### src/rtl/tcf_pkg.sv
package tcf_pkg;

  typedef enum logic [1:0] {
    TCF_OFF   = 2'd0,
    TCF_SYNC  = 2'd1,
    TCF_ASYNC = 2'd2,
    TCF_MIXED = 2'd3
  } tcf_mode_e;

  typedef enum logic [1:0] {
    ACT_NONE  = 2'd0,
    ACT_ABORT = 2'd1,
    ACT_FLAG  = 2'd2
  } tcf_act_e;

  localparam int FSC_W = 6;
  localparam logic [FSC_W-1:0] FSC_TAG = 6'h11;
  localparam int SYN_W = FSC_W + 1;

  function automatic logic [SYN_W-1:0] mk_syn(input logic wr);
    return {wr, FSC_TAG};
  endfunction

endpackage

### src/rtl/tcf_mode_sel.sv
module tcf_mode_sel
  import tcf_pkg::*;
#(
  parameter int USR_LSB = 38,
  parameter int PRV_LSB = 40
) (
  input  logic [PRV_LSB+1:USR_LSB] cfg,
  input  logic                     is_user,
  input  logic                     is_wr,
  output tcf_act_e                 act
);

  tcf_mode_e mode;

  always_comb begin
    mode = is_user ? tcf_mode_e'(cfg[USR_LSB +: 2]) : tcf_mode_e'(cfg[PRV_LSB +: 2]);
    unique case (mode)
      TCF_OFF:   act = ACT_NONE;
      TCF_SYNC:  act = ACT_ABORT;
      TCF_ASYNC: act = ACT_FLAG;
      TCF_MIXED: act = is_wr ? ACT_FLAG : ACT_ABORT;
      default:   act = ACT_NONE;
    endcase
  end

endmodule

### src/rtl/tcf_abort_reg.sv
module tcf_abort_reg
  import tcf_pkg::*;
#(
  parameter int ADDR_W = 64
) (
  input  logic              clk,
  input  logic              rst_n,
  input  logic              take,
  input  logic [ADDR_W-1:0] addr_in,
  input  logic              wr_in,
  output logic              vld,
  output logic [ADDR_W-1:0] addr_q,
  output logic [SYN_W-1:0]  syn_q
);

  always_ff @(posedge clk) begin
    if (!rst_n) begin
      vld    <= 1'b0;
      addr_q <= '0;
      syn_q  <= '0;
    end else begin
      vld <= take;
      if (take) begin
        addr_q <= addr_in;
        syn_q  <= mk_syn(wr_in);
      end
    end
  end

endmodule

### src/rtl/tcf_async_flags.sv
module tcf_async_flags #(
  parameter int NFLAG = 2
) (
  input  logic             clk,
  input  logic             rst_n,
  input  logic [NFLAG-1:0] set_vec,
  input  logic [NFLAG-1:0] clr_vec,
  output logic [NFLAG-1:0] flags
);

  for (genvar i = 0; i < NFLAG; i++) begin : g_flag
    always_ff @(posedge clk) begin
      if (!rst_n)          flags[i] <= 1'b0;
      else if (set_vec[i]) flags[i] <= 1'b1;
      else if (clr_vec[i]) flags[i] <= 1'b0;
    end
  end

endmodule

### src/rtl/tcf_dispatch.sv
module tcf_dispatch
  import tcf_pkg::*;
#(
  parameter int ADDR_W  = 64,
  parameter int SEL_BIT = 55,
  parameter int USR_LSB = 38,
  parameter int PRV_LSB = 40
) (
  input  logic                     clk,
  input  logic                     rst_n,
  input  logic                     flt_vld,
  input  logic [ADDR_W-1:0]        flt_addr,
  input  logic                     flt_wr,
  input  logic                     flt_user,
  input  logic                     two_range,
  input  logic [PRV_LSB+1:USR_LSB] chk_cfg,
  input  logic [1:0]               async_clr,
  output logic                     abt_vld,
  output logic [ADDR_W-1:0]        abt_addr,
  output logic [SYN_W-1:0]         abt_syn,
  output logic [1:0]               async_flags
);

  localparam int NFLAG = 2;

  tcf_act_e         act;
  logic             flag_idx;
  logic [NFLAG-1:0] set_vec;
  logic             take_abort;

  tcf_mode_sel #(.USR_LSB(USR_LSB), .PRV_LSB(PRV_LSB)) u_sel (
    .cfg     (chk_cfg),
    .is_user (flt_user),
    .is_wr   (flt_wr),
    .act     (act)
  );

  always_comb begin
    flag_idx   = two_range & flt_addr[SEL_BIT];
    take_abort = flt_vld && (act == ACT_ABORT);
    set_vec    = '0;
    if (flt_vld && (act == ACT_FLAG)) set_vec[flag_idx] = 1'b1;
  end

  tcf_abort_reg #(.ADDR_W(ADDR_W)) u_abt (
    .clk     (clk),
    .rst_n   (rst_n),
    .take    (take_abort),
    .addr_in (flt_addr),
    .wr_in   (flt_wr),
    .vld     (abt_vld),
    .addr_q  (abt_addr),
    .syn_q   (abt_syn)
  );

  tcf_async_flags #(.NFLAG(NFLAG)) u_flags (
    .clk     (clk),
    .rst_n   (rst_n),
    .set_vec (set_vec),
    .clr_vec (async_clr),
    .flags   (async_flags)
  );

endmodule

### config.mk
export PLATFORM = sky130hd
export DESIGN_NAME = tcf_dispatch
export DESIGN_NICKNAME = d
export VERILOG_FILES = /design/src/rtl/tcf_pkg.sv /design/src/rtl/tcf_mode_sel.sv /design/src/rtl/tcf_abort_reg.sv /design/src/rtl/tcf_async_flags.sv /design/src/rtl/tcf_dispatch.sv
export SDC_FILE = /design/constraint.sdc
export NUM_CORES = 1
export LEC_CHECK = 0
export CAP_MARGIN = 20
export CORE_ASPECT_RATIO = 0.7
export CORE_MARGIN = 2
export CORE_UTILIZATION = 34
export DETAILED_ROUTE_END_ITERATION = 12
export PLACE_DENSITY = 0.74
export SLEW_MARGIN = 25
export SYNTH_ARGS = -nofsm -noshare
export SYNTH_HDL_FRONTEND = slang
export SYNTH_SLANG_ARGS = --single-unit
### constraint.sdc
create_clock -name clk -period 1.6 [get_ports clk]
set_input_delay 0.32 -clock clk [delete_from_list [all_inputs] [get_ports clk]]
set_output_delay 0.32 -clock clk [all_outputs]
set_load 0.03 [all_outputs]
==> impl_metrics.py <==
metrics = {
    "power_and_ir_drop": {
        "peakVddDrop_v": 0.000682,
        "power_leakage_nw": 2.19,
        "power_density_nw_per_um2": 990,
    },
    "timing": {
        "fin_crit_sh": 0.945,
        "rsz0062_at_grt": "false",
        "hold_violations": 0,
        "timing.final.ws_setup_ps": 87.9,
        "timing.final.crit_period_ps": 1510,
        "finalClockSkew_ps": 0,
        "max_freq_mhz": 661,
        "setup_viol": 0,
        "final.setup.tns_ps": 0,
        "maxSlewViolCount": 0,
    },
    "worst_setup_path": {
        "startpoint_type": "input port",
        "crit_arrival_ps": 1770,
        "cp.required_ps": 1860,
        "r2r_cells": 2,
        "worstPathMaxFanout": 11,
        "path_class": "in -> reg",
        "crit_path_end_kind": "flip-flop",
    },
    "clock_tree": {
        "clockBufferDepth": 2,
        "cts-buffers-inserted": 9,
        "ctsHtreeMaxLevel": 3,
        "cts_root_buf": "clkbuf_16",
        "clk_latency_ps": 320,
        "cts_tree": "done",
        "cts_sinks": 69,
        "clkTransAtPathRegs_ps": 50,
    },
    "place": {
        "hpwlAfterDp_um": 5230,
        "place.gp.congestion": 0.740,
        "port_buffers": 145,
        "place_inst": 539,
        "placed_area_um2": 4360,
        "place_ws_ps": -597,
    },
    "yosys": {
        "ys_ff_latch": 69,
        "synth-warning-count": 0,
        "synth_cell_type_count": 18,
        "synth_area_per_cell_um2": 9.14,
        "syn-cell-area_um2": 2790,
        "ys_seq_area_frac": 0.495,
        "synth_cells": 305,
    },
    "route": {
        "wirelength_um": 7550,
        "vias": 2569,
        "drc": 0,
        "avgViaCountPerCell": 4.57,
        "first_iter_violations": 79,
        "drt_pass1_iterations": 4,
        "ant_nets": 0,
        "wire_per_inst_um": 13.4,
    },
    "hold_path": {
        "whs_path_depth": 3,
        "holdCritPathClass": "in -> reg",
    },
    "floorplanning": {
        "die-area_um2": 8950,
        "die_w_um": 112,
        "die_y_um": 79.8,
        "pin_count": 150,
        "initial_utilization": 0.353,
        "std_cell_rows": 27,
        "core_area_um2": 7910,
    },
    "cells_and_area": {
        "final_nets": 532,
        "post-route-util": 0.596,
        "fin_cells": 562,
        "fin_area_um2": 4710,
        "drive_above_1_share": 0.0868,
        "antenna_cells": 0,
        "syn2layout_area_growth_pct": 68.8,
    },
    "global_route": {
        "grt_max_degree": 67,
        "grt_pass1_vias": 2528,
        "antenna_found_initial": 0,
        "grt_pass1_wl_um": 12200,
        "grt-ovfl-total": 0,
        "grt_usage": 0.176,
    },
    "job": {
        "drv_cap": 0,
    },
    "status": {
        "status": "finished, final reports clean",
    },
}
## routing by layer
layer  part of all wire  wire, um  track usage  up-vias
li1                   -         -            -     1283
met1               0.43      3240        0.193     1177
met5                  0         0            0        -
met4              0.020       152       0.0732        0
met2               0.46      3460        0.296       95
met3              0.092       691       0.0835       14
## power breakdown
part,internal (W),switching (W),total [W]
registers,0.00181,0.0000430,0.00185
logic,0.000421,0.000446,0.000867
clock network,0.00124,0.000702,0.00194
total,0.00347,0.00119,0.00466
## cell type report
cell class	instances	area [um^2]
fillers	710	3200
clock inverters	5	50.0
inverters	1	3.75
repair buffers	164	1630
well taps	101	126
clock buffers	11	243
multi-input cells	211	1280
flip-flops and latches	69	1380
## worst max-delay path, stage by stage
cell and delay (ps):
dlygate4sd2_1 230, mux2_4 290, a211oi_4 310, buf_6 170
bufbuf_16 290, mux2i_1 170
## what timing repair did
action,in CTS,in global routing
hold buffers,0,0
cloned,3,0
resized for setup,81,6
pin swaps,1,1
setup endpoints to repair,137,17
buffers inserted,4,1
hold endpoints to repair,0,0
## synth_stat cells
cell | n | area share
a211oi_2 | 1 | 0.0045
a21boi_0 | 2 | 0.0054
and2_1 | 1 | 0.0022
and3_1 | 1 | 0.0022
buf_4 | 8 | 0.022
buf_6 | 4 | 0.016
clkbuf_1 | 15 | 0.020
conb_1 | 1 | 0.0013
dfxtp_1 | 69 | 0.50
inv_1 | 1 | 0.0013
mux2_2 | 1 | 0.0040
mux2i_1 | 65 | 0.23
nand2_1 | 129 | 0.17
nand2b_1 | 2 | 0.0045
o2111ai_1 | 1 | 0.0031
o211ai_1 | 1 | 0.0027
o21a_1 | 2 | 0.0054
o31a_1 | 1 | 0.0031
## cell families after synthesis
| kind of cell | share of synthesized area |
|---|---|
| flops | 0.495 |
| other cells | 0.00134 |
| simple gates | 0.183 |
| buf+inv | 0.0592 |
| compound gates | 0.0242 |
| mux | 0.237 |
## sequential cells by signal, summed over array words and instances, names as in the netlist
signal	count
u_abt.addr_q	64
u_abt.syn_q	2
u_flags.flags	2
u_abt.vld	1
## metrics by stage
step / hold slack (ps) / power [W]
finish: 326 / 0.00466
detailed placement: 448 / 0.00278
floorplan: 462 / 0.00235
global placement: 442 / 0.00276
CTS: 311 / 0.00473
global route: 330 / 0.00486
## path summary, 6_finish.rpt
path | start | to | slack, ps
setup / recovery | chk_cfg[41] | u_abt.addr_q[7] | 90
hold / removal | rst_n | u_abt.addr_q[12] | 330
setup reg to reg | u_flags.flags[0] | u_flags.flags[0] | 960
hold reg to reg | u_abt.addr_q[17] | u_abt.addr_q[17] | 450
## cells in the final DEF (no fill, tap or decap)
cell type          n
and3_1             1
o31a_1             1
buf_12             6
clkinv_2           4
nand2b_1           2
buf_2              1
dfxtp_1           69
mux2i_1           64
dlymetal6s2s_1     3
a21boi_0           2
mux2i_4            1
bufbuf_16          1
buf_16             1
buf_4             11
inv_2              1
o211ai_1           1
o21a_1             2
and2_1             1
nand2_1          129
clkbuf_8           1
mux2_4             1
clkdlybuf4s50_1   67
conb_1             4
buf_6              1
a211oi_4           1
bufinv_16          1
clkbuf_16          9
dlygate4sd2_1     73
clkbuf_1           1
o2111ai_1          1
Note: power is estimated with default switching activity, not from simulation.
